<file path="src/rtl/tbs_pkg.sv">
package tbs_pkg;

    // Position inside the current group; the encoding follows the sample order.
    typedef enum logic [1:0] {
        PH_FIRST  = 2'd0,
        PH_SECOND = 2'd1,
        PH_LAST   = 2'd2
    } phase_t;

    localparam int GROUP_N = 3;
    localparam int KEEP_N  = GROUP_N - 1;

endpackage

</file>
<file path="src/rtl/tbs_phase_fsm.sv">
module tbs_phase_fsm
    import tbs_pkg::*;
(
    input  logic   clk,
    input  logic   rst,
    input  logic   smp_en,
    output phase_t phase,
    output logic   shift_en,
    output logic   close_grp
);

    phase_t phase_nxt;

    // State register
    always_ff @(posedge clk) begin
        if (rst) phase <= PH_FIRST;
        else     phase <= phase_nxt;
    end

    // Next state and strobes
    always_comb begin
        phase_nxt = phase;
        shift_en  = 1'b0;
        close_grp = 1'b0;
        unique case (phase)
            PH_FIRST: begin
                if (smp_en) begin
                    phase_nxt = PH_SECOND;
                    shift_en  = 1'b1;
                end
            end
            PH_SECOND: begin
                if (smp_en) begin
                    phase_nxt = PH_LAST;
                    shift_en  = 1'b1;
                end
            end
            PH_LAST: begin
                if (smp_en) begin
                    phase_nxt = PH_FIRST;
                    close_grp = 1'b1;
                end
            end
            default: phase_nxt = PH_FIRST;
        endcase
    end

    // an idle cycle leaves the group position alone
    assert_phase_idle_R2: assert property (@(posedge clk) disable iff (rst)
        !smp_en |=> $stable(phase));

    // a closing sample always restarts the group
    assert_phase_wrap_R3: assert property (@(posedge clk) disable iff (rst)
        close_grp |=> (phase == PH_FIRST));

    // shifting and closing never happen together
    assert_strobe_excl_R3: assert property (@(posedge clk) disable iff (rst)
        !(shift_en && close_grp));

endmodule

</file>
<file path="src/rtl/tbs_hold_store.sv">
module tbs_hold_store #(
    parameter int SAMPLE_W = 10,
    parameter int DEPTH    = 2
) (
    input  logic                      clk,
    input  logic                      rst,
    input  logic                      shift_en,
    input  logic [SAMPLE_W-1:0]       din,
    output logic [DEPTH*SAMPLE_W-1:0] taps
);

    // Slot 0 takes the newest sample; each later slot takes its neighbour.
    for (genvar k = 0; k < DEPTH; k++) begin : g_slot
        always_ff @(posedge clk) begin
            if (rst) begin
                taps[k*SAMPLE_W +: SAMPLE_W] <= '0;
            end else if (shift_en) begin
                if (k == 0) taps[k*SAMPLE_W +: SAMPLE_W] <= din;
                else        taps[k*SAMPLE_W +: SAMPLE_W] <= taps[(k-1)*SAMPLE_W +: SAMPLE_W];
            end
        end
    end

    // a shifted-in sample lands in the newest slot
    assert_store_load_R3: assert property (@(posedge clk) disable iff (rst)
        shift_en |=> (taps[SAMPLE_W-1:0] == $past(din)));

    // without a shift the store is frozen
    assert_store_hold_R2: assert property (@(posedge clk) disable iff (rst)
        !shift_en |=> $stable(taps));

endmodule

</file>
<file path="src/rtl/tbs_result_reg.sv">
module tbs_result_reg #(
    parameter int SAMPLE_W = 10,
    parameter int DEPTH    = 2,
    parameter int SUM_W    = 12
) (
    input  logic                      clk,
    input  logic                      rst,
    input  logic                      close_grp,
    input  logic [DEPTH*SAMPLE_W-1:0] taps,
    input  logic [SAMPLE_W-1:0]       din,
    output logic [SUM_W-1:0]          sum_out,
    output logic                      sum_vld
);

    localparam int MAX_SUM = (DEPTH + 1) * ((1 << SAMPLE_W) - 1);

    logic [SUM_W-1:0] total;

    always_comb begin
        total = SUM_W'(din);
        for (int k = 0; k < DEPTH; k++) begin
            total = total + SUM_W'(taps[k*SAMPLE_W +: SAMPLE_W]);
        end
    end

    always_ff @(posedge clk) begin
        if (rst) begin
            sum_out <= '0;
            sum_vld <= 1'b0;
        end else begin
            sum_vld <= close_grp;
            if (close_grp) sum_out <= total;
        end
    end

    // a pulse only follows a closing sample
    assert_pulse_src_R5: assert property (@(posedge clk) disable iff (rst)
        sum_vld |-> $past(close_grp));

    // never two pulses back to back
    assert_pulse_single_R5: assert property (@(posedge clk) disable iff (rst)
        sum_vld |=> !sum_vld);

    // output frozen unless a group closes
    assert_sum_hold_R6: assert property (@(posedge clk) disable iff (rst)
        !close_grp |=> $stable(sum_out));

    // reported sum within the arithmetic range
    assert_no_overflow_R7: assert property (@(posedge clk) disable iff (rst)
        sum_vld |-> (int'(sum_out) <= MAX_SUM));

endmodule

</file>
<file path="src/rtl/tri_block_sum.sv">
module tri_block_sum
    import tbs_pkg::*;
#(
    parameter int SAMPLE_W = 10,
    localparam int SUM_W   = SAMPLE_W + $clog2(GROUP_N + 1)
) (
    input  logic                clk,
    input  logic                rst,
    input  logic                smp_en,
    input  logic [SAMPLE_W-1:0] smp_data,
    output logic [SUM_W-1:0]    sum_out,
    output logic                sum_vld
);

    phase_t                     phase;
    logic                       shift_en;
    logic                       close_grp;
    logic [KEEP_N*SAMPLE_W-1:0] taps;

    tbs_phase_fsm u_fsm (
        .clk       (clk),
        .rst       (rst),
        .smp_en    (smp_en),
        .phase     (phase),
        .shift_en  (shift_en),
        .close_grp (close_grp)
    );

    tbs_hold_store #(
        .SAMPLE_W (SAMPLE_W),
        .DEPTH    (KEEP_N)
    ) u_store (
        .clk      (clk),
        .rst      (rst),
        .shift_en (shift_en),
        .din      (smp_data),
        .taps     (taps)
    );

    tbs_result_reg #(
        .SAMPLE_W (SAMPLE_W),
        .DEPTH    (KEEP_N),
        .SUM_W    (SUM_W)
    ) u_result (
        .clk       (clk),
        .rst       (rst),
        .close_grp (close_grp),
        .taps      (taps),
        .din       (smp_data),
        .sum_out   (sum_out),
        .sum_vld   (sum_vld)
    );

    // a closing sample is only possible on an enabled edge in the last position
    assert_close_gate_R5: assert property (@(posedge clk) disable iff (rst)
        close_grp |-> (smp_en && phase == PH_LAST));

endmodule

</file>
<file path="config.mk">
export PLATFORM = sky130hd
export DESIGN_NAME = tri_block_sum
export DESIGN_NICKNAME = d
export VERILOG_FILES = /design/src/rtl/tbs_pkg.sv /design/src/rtl/tbs_phase_fsm.sv /design/src/rtl/tbs_hold_store.sv /design/src/rtl/tbs_result_reg.sv /design/src/rtl/tri_block_sum.sv
export SDC_FILE = /design/constraint.sdc
export NUM_CORES = 1
export LEC_CHECK = 0
export BUFFER_PORTS_ARGS = -buffer_cell sky130_fd_sc_hd__buf_2
export CORE_ASPECT_RATIO = 0.75
export CORE_MARGIN = 3
export CORE_UTILIZATION = 55
export CTS_BUF_LIST = sky130_fd_sc_hd__clkbuf_2
export DETAILED_ROUTE_END_ITERATION = 12
export MAX_ROUTING_LAYER = met4
export PLACE_DENSITY = 0.85
export SYNTH_ARGS = -nofsm -noshare
export SYNTH_HDL_FRONTEND = slang
export SYNTH_SLANG_ARGS = --single-unit
</file>
<file path="constraint.sdc">
create_clock -name clk -period 3.8 [get_ports clk]
set_input_delay 0.57 -clock clk [delete_from_list [all_inputs] [get_ports clk]]
set_output_delay 0.57 -clock clk [all_outputs]
set_load 0.01 [all_outputs]
</file>
---- Word-level counts from Yosys, hierarchy flattened ----
Index checks and enable logic that the tools add are counted.
storage, ports and cells
  flip-flop bits (word level) ............. 35
  output and inout port bits .............. 13
  bits of input ports ..................... 13
  word-level logic and storage cells ...... 22
cells by class
  add/sub/neg operators ................... 2
  equal/unequal tests ..................... 5
  reduce and logical (&&, ||, !) cells .... 3
  mux-type cells .......................... 7
operators with widths
  kind                                                                    count
  12-bit by 10-bit adder with 12-bit output                               1
  10-bit by 10-bit adder with 11-bit output                               1
  2-bit 2-to-1 mux                                                        3
  2-bit != test (second input constant)                                   3
  2-bit one-hot mux with 3 select lines                                   1
  1-bit 2-to-1 mux                                                        3
  3-bit AND reduction                                                     1
  2-bit by 1-bit equality test with 1-bit output (second input constant)  1
  2-bit equality test (second input constant)                             1
  2-bit zero test                                                         1
  2-bit OR reduction                                                      1

---- Logic depth before layout (Yosys ltp) ----
Gate-level depths: netlist of the first run.
  depth after elaboration ................. 3
  depth in mapped cells ................... 14
  gate-level depth less buffers ........... 14

---- Cells and area by module ----
From an unflattened synthesis of the first run, not the netlist that was laid out.
second synthesis, totals
  cells, all modules ...................... 187
  area, all modules ....................... 1873.0 µm²
modules (own cells, without submodules)
  module          cells each  area each (µm²)  times used  sequential area each (µm²)
  tbs_result_reg  113         1076.0           1           260.2
  tbs_hold_store  64          705.7            1           400.4
  tbs_phase_fsm   10          91.3             1           40.0

---- Worst setup path after synthesis of the first run ----
Ideal clock, no wire load.
  path kind ............................... in2reg
  from .................................... input smp_data[0]
  to ...................................... register u_result.sum_out[10]
  data arrival time ....................... 2.995 ns
  data required time ...................... 3.730 ns
  setup slack ............................. 0.735 ns
  stages .................................. 13
  path buffers ............................ 0
  setup time .............................. 0.070 ns
  path through ............................ ha_1 fa_1 a21oi_1 o21ai_0 a21oi_1 xnor2_1 ha_1 and4_1 a2111oi_2 o2bb2ai_1 xnor2_1 nand2_1 a21oi_1
between the ends
  word-level cells in the longest chain between the ends .. 2
ends and longest elaborated chain
  item                                       line                  RTL
  start, declared                            tri_block_sum.sv:10   input logic [SAMPLE_W-1:0] smp_data,
  10-bit by 10-bit adder with 11-bit output  tbs_result_reg.sv:22  total = total + SUM_W'(taps[k*SAMPLE_W +: SAMPLE_W]);
  12-bit by 10-bit adder with 12-bit output  tbs_result_reg.sv:22
  end signal, assigned                       tbs_result_reg.sv:32  if (close_grp) sum_out <= total;
  end, declared                              tbs_result_reg.sv:11  output logic [SUM_W-1:0] sum_out,
No other way between the ends.
A chain may end at the register's enable or synchronous reset.

---- Final worst setup path of the first run ----
  from .................................... register u_store.taps[0]
  to ...................................... register u_result.sum_out[8]
between the ends
  word-level cells in the longest chain between the ends .. 2
ends and longest elaborated chain
  item                                       line                  RTL
  start, declared                            tbs_hold_store.sv:9   output logic [DEPTH*SAMPLE_W-1:0] taps
  start signal, assigned by index            tbs_hold_store.sv:18  if (k == 0) taps[k*SAMPLE_W +: SAMPLE_W] <= din;
  start signal, assigned by index            tbs_hold_store.sv:19  else taps[k*SAMPLE_W +: SAMPLE_W] <= taps[(k-1)*SAMPLE_W +: SAMPLE_W];
  10-bit by 10-bit adder with 11-bit output  tbs_result_reg.sv:22
  12-bit by 10-bit adder with 12-bit output  tbs_result_reg.sv:22
No other way between the ends.

==> results.md, run 1 <==
* Status: completed
* Critical path type: flip-flop to flip-flop
* Area occupied by registers at 701 um^2
* Final Util at 64.7%
* Flop-to-flop setup slack at 0.73 ns
* Global-route wire length before repair at 7160 um
* Global route overflow at 0
* Clock Skew at 0.0156 ns
* Clock sink count at 35
* Chip height at 58.8 um
* Syn Nets at 284
* Total track usage at 20.5%
* DRT antenna net count at 0
* Inserted Clock Buffers at 5
* IR drop worst, VDD at 0.209 mV
* Hold WC Path Type: primary input to flip-flop
* Slew HR at 51.8%
* Nature of the critical path endpoint: flip-flop
* Yosys top cell area share at 34.3%
* Register bit total from synthesis at 35
* FFs w/ async S/R, synth at 0%
* Commonest non-fill, non-tap cells in the layout: 55 x nand2_1, 39 x a21oi_1, 35 x dfxtp_1, 25 x buf_2, 21 x ha_1
* Post-synthesis cell type count at 36
* Antenna diodes at 0
* Top FF cell, synth: dfxtp_1
* Initial antenna violation count at 0
* Post-CTS setup buffers at 0
* Post-route insts no fill at 320
* Crit path max fanout at 3
* Root buffer cell: clkbuf_2
* CP required at 4.10 ns
* Min Hold Slack at 0.416 ns
* Final Hold Fails at 0
* Hold buffers post-CTS at 0
* Synthesized area at 0.00204 mm^2
* Pre-antenna DRT Iters at 5
* Final TNS setup at 0 ns
* DRC Markers at 0
* Sequential-to-total area share from yosys stat at 34.3%
* Final nets at 307
* Die area at 0.00449 mm^2
* Multi-input gate area at 0.00128 mm^2
* Yosys warnings at 0
* Final Cycle Share at 80.7%
* Lkg Pwr at 0.964 nW
* Clock latency on the worst-skew pair at 0.38 ns
* Starting Density at 59.7%
* DRT Wirelength at 4000 um
* Routability congestion estimate at 0.885
* Power Dens Cells at 343 mW/mm^2
* Placed cell count at 314
* Vias in the first global route at 1611
* Synthesis-to-layout area growth at 8.33%
* Dominant cell type by area after synthesis: dfxtp_1
* Max H-tree Level at 2
* Vias at 1702
* I/O Buffers at 25
* Synth top area cells: dfxtp_1 34%, ha_1 13%, nand2_1 10%, a21oi_1 9.6%, xnor2_1 5.6%
* Post-cts sizing count at 0
* Arr. time, crit path at 3.37 ns
* HPWL after DPL at 2990 um
* Post-synthesis instance total at 248
* Post-synth EDFFs at 0
* CP Launch Type: flip-flop
* CTS Buffer Depth at 2
* Final Critical Period at 3.07 ns
* TritonCTS clock tree: built
* Detailed-route vias per instance at 5.32
* DR WL/cell at 12.5 um
* Largest net degree at the start of global routing at 35
* Most common cell after layout, fill and taps aside: nand2_1
* Core area at 0.00342 mm^2
* Fillcell total at 315
* Max-slew violations at 0
* Clock slew at reported path FFs at 0.17 ns
* Die width at 76.4 um
* Finish-stage setup viols at 0
* Tot Pwr at 0.758 mW
* Rows at 18
* Detailed Route Iter0 Violations at 79
* Proportion of layout cells with a drive suffix above 1 at 15.2%
* RSZ-0062 raised after global routing: false
* Boundary pin count at 26
* Max-cap violations at 0
* Fmax at 326 MHz
* Mapped Avg Cell Area at 8.24 um^2
* Slew @ Worst Pin at 0.722 ns
==> Yosys cell counts, types with 2 or more instances <==
cell type   n
xnor2_1    13
nand2_1    55
o21bai_1    3
clkbuf_1    8
a21o_1      4
inv_1       3
a22o_1      2
nor2_1     20
fa_1        2
o21ai_0     9
xor2_1      3
a21oi_1    39
ha_1       21
o211ai_1    2
a211oi_1    5
a21oi_2     2
dfxtp_1    35
nor3_1      3
a2111oi_2   2
==> state kept, by name (all words and copies together) (netlist names) <==
register	flops
u_fsm.phase	2
u_result.sum_out	12
u_result.sum_vld	1
u_store.taps	20
==> per-layer routing <==
metal	up-vias	wire length (um)	GRT usage [%]
met1	750	2160	27.2
met3	7	212	5.50
met2	37	1580	30.5
met5	-	0	-
met4	0	48	7.24
li1	908	-	-
==> logic make-up (layout without fill, tap and decap cells) <==
group	after synthesis	in the layout	synth area share, %
AND/OR/NAND/NOR	84	84	16.7
AO/OA/AOI/OAI	77	77	24.1
flip-flops	35	35	34.3
adder cells (fa/ha/maj)	23	23	14.8
XOR/XNOR	16	16	6.86
buffers and inverters	13	35	3.25
==> worst paths after layout <==
kind | start | endpoint | cells past startpoint
max reg2reg | u_store.taps[0]$_SDFFE_PP0P_ | u_result.sum_out[8]$_SDFFE_PP0P_ | 13
max | u_store.taps[0]$_SDFFE_PP0P_ | u_result.sum_out[8]$_SDFFE_PP0P_ | 13
min reg2reg | u_result.sum_out[0]$_SDFFE_PP0P_ | u_result.sum_out[0]$_SDFFE_PP0P_ | 2
min | smp_data[8] | u_store.taps[8]$_SDFFE_PP0P_ | 3
==> final cells by class <==
type                       instances  area share, %
inverter                           3          0.509
tap                               50           2.83
sequential                        35           31.7
clock buffer                       6           1.36
multi-input combinational        200           57.7
timing repair buffer              26           5.99
==> power by group <==
| group | internal, mW | leakage [nW] | switching, mW |
|---|---|---|---|
| combinational | 0.0871 | 0.654 | 0.119 |
| sequential | 0.382 | 0.285 | 0.0115 |
| clock | 0.0416 | 0.0249 | 0.117 |
| total | 0.511 | 0.964 | 0.248 |
==> per-stage QoR <==
| stage | worst slack, ns | instance area (um^2) |
|---|---|---|
| 6_report | 0.733 | 2210 |
| 5_1_grt | 0.441 | 2210 |
| 4_1_cts | 0.737 | 2210 |
| 3_5_place_dp | 0.390 | 2180 |
| 3_3_place_gp | 0.463 | 2180 |
| 2_1_floorplan | 0.735 | 2040 |
==> worst max-delay path: stages, from the launching register on <==
cell       delay (ns)
dfxtp_1          0.36
ha_1             0.21
fa_1             0.41
a21oi_1          0.24
inv_1            0.07
a21oi_1          0.18
xnor2_1          0.14
ha_1             0.28
o21ai_0          0.14
o21bai_2         0.12
a2111oi_2        0.39
a21oi_1          0.10
xnor2_1          0.14
a211oi_1         0.22
Note: power is estimated with default switching activity, not from simulation.
==> run 2: changes to the inputs <==
CORE_UTILIZATION = 54   (was 55)
PLACE_DENSITY = 0.87   (was 0.85)
clock period = 2.6 ns   (was 3.8 ns; I/O delays follow)
==> run 2 against run 1 <==
  * The run now ends with negative setup slack left
  * Critical endpoint unchanged
  * Largest cell class unchanged
  * Register-to-register slack got worse by 0.94 ns
  * Total power increased by 72%
  * Count of clock-buffer cells in the layout unchanged
  * Final area increased by 24%
  * Critical path depth unchanged
  * First-iteration DRC count increased by 18%
  * Sequential power increased by 46%
  * Die area increased by 1.7%
==> results.md, run 2 (synthesis results as in run 1) <==
* Pre-antenna DRT Iters at 6
* Clock Skew at 0.00834 ns
* Final Cycle Share at 108%
* Routability congestion estimate at 0.846
* Largest net degree at the start of global routing at 35
* DP Worst Slack at -0.347 ns
* Finish-stage setup viols at 7
* TritonCTS clock tree: built
* DRT antenna net count at 0
* Core area at 0.00345 mm^2
* Starting Density at 59.3%
* CP required at 2.92 ns
* Most common cell after layout, fill and taps aside: nand2_1
* Max-slew violations at 0
* Clock sink count at 35
* Worst r2r src: u_store.taps[0]$_SDFFE_PP0P_
* Crit path max fanout at 3
* Boundary pin count at 26
* Fmax at 356 MHz
* Vias in the first global route at 1875
* CTS Buffer Depth at 2
* Die area at 0.00457 mm^2
* I/O Buffers at 25
* Initial antenna violation count at 0
* Synthesis-to-layout area growth at 34.5%
* IR drop worst, VDD at 0.309 mV
* Detailed-route vias per instance at 5.34
* Total track usage at 24.1%
* Critical Path Start: u_store.taps[0]$_SDFFE_PP0P_
* DRC Markers at 0
* Inserted Clock Buffers at 5
* DRT Wirelength at 5380 um
* Commonest non-fill, non-tap cells in the layout: 54 x nand2_1, 46 x buf_4, 34 x dfxtp_1, 31 x a21oi_1, 25 x buf_2
* DR WL/cell at 14.7 um
* Slew HR at 47.1%
* Global route overflow at 0
* Placed cell count at 352
* Vias at 1956
* Tot Pwr at 1.30 mW
* Final Hold Fails at 0
* Hold path start: smp_data[9]
* Final Critical Period at 2.81 ns
* Logic pwr share at 37.8%
* Slew @ Worst Pin at 0.794 ns
* Sw power at 0.440 mW
* Max-cap violations at 0
* Clock slew at reported path FFs at 0.16 ns
* Rows at 18
* CP Launch Type: flip-flop
* Internal at 0.865 mW
* Max reg flops at 20
* Status: finished, violations left
* Arr. time, crit path at 3.13 ns
* Lkg Pwr at 1.22 nW
* Critical path type: flip-flop to flip-flop
* Clk pwr share at 18.2%
* Min Hold Slack at 0.223 ns
* Final nets at 353
* Largest regs: u_store.taps x20, u_result.sum_out x12, u_fsm.phase x2
* Clock latency on the worst-skew pair at 0.40 ns
* Detailed Route Iter0 Violations at 93
* Nature of the critical path endpoint: flip-flop
* HPWL after DPL at 3540 um
* Sequential power share at 44.1%
* RSZ-0062 raised after global routing: true
* Top reg by flops: u_store.taps
* Chip height at 59.3 um
* Switching Share at 33.7%
* Failing checks: negative setup slack
* Global-route wire length before repair at 8440 um
* Hold WC Path Type: primary input to flip-flop
* Root buffer cell: clkbuf_2
* Max H-tree Level at 2
* Antenna diodes at 0
* Final WS setup at -0.205 ns
* Power Dens Cells at 475 mW/mm^2
* Proportion of layout cells with a drive suffix above 1 at 35.1%
* Hold buffers post-CTS at 0
* Post-route insts no fill at 366
* Die width at 77.0 um
-- run 2: cell count changes in the layout (fill, tap and decap cells not counted), sizes merged --
cell and change:
buf +46
-- run 2: cell type report --
type                       instances  area [um^2]
fill                             242          698
multi-input combinational        200         1460
inverter                           3         11.3
tap                               50         62.6
timing repair buffer              72          482
clock buffer                       6         30.0
sequential                        35          702
-- run 2: critical path, cell delays in order (launching register included) --
cell and delay [ns]:
dfxtp_2 0.37, ha_4 0.16, fa_2 0.42, a21oi_4 0.17, inv_1 0.08, a21oi_2 0.15, xnor2_1 0.17, ha_1 0.30
o21ai_2 0.09, o21bai_2 0.12, a2111oi_4 0.32, a21oi_2 0.07, xnor2_1 0.14, a211oi_1 0.18
-- run 2: final timing paths --
kind                                      end  slack [ns]  cells past startpoint
max reg2reg  u_result.sum_out[8]$_SDFFE_PP0P_       -0.21                     13
max          u_result.sum_out[8]$_SDFFE_PP0P_       -0.21                     13
min reg2reg  u_result.sum_out[0]$_SDFFE_PP0P_        0.46                      2
min              u_store.taps[9]$_SDFFE_PP0P_        0.22                      3
-- run 2: repair_timing --
item                                   in CTS  in global routing
endpoints found under the hold margin       0                  0
setup buffers                               6                  2
setup endpoints to repair                   7                  7
pin swaps                                  10                  9
resized for setup                          15                 10
-- run 2: through the flow --
| step | setup TNS [ns] | utilization (%) | instance area, um^2 |
|---|---|---|---|
| 3_5_place_dp | -1.78 | 72.5 | 2500 |
| 4_1_cts | -0.274 | 77.3 | 2670 |
| 6_report | -0.827 | 79.7 | 2750 |
| 3_3_place_gp | -1.34 | 72.5 | 2500 |
| 5_1_grt | -1.55 | 79.7 | 2750 |
| 2_1_floorplan | -0.0426 | - | 2070 |
-- run 2: per-layer routing --
layer	wire (um)	global-route usage [%]
met1	2390	29.8
met2	2590	39.6
met3	289	5.47
met4	119	8.38
met5	0	-
-- run 2: power by group through the flow --
stage | combinational (mW) | sequential, mW | clock, mW
after floorplan | 0.245 | 0.585 | 0
after global placement | 0.382 | 0.584 | 0
after detailed placement | 0.397 | 0.585 | 0
after CTS | 0.447 | 0.574 | 0.238
after global routing | 0.532 | 0.579 | 0.266
final | 0.492 | 0.575 | 0.237
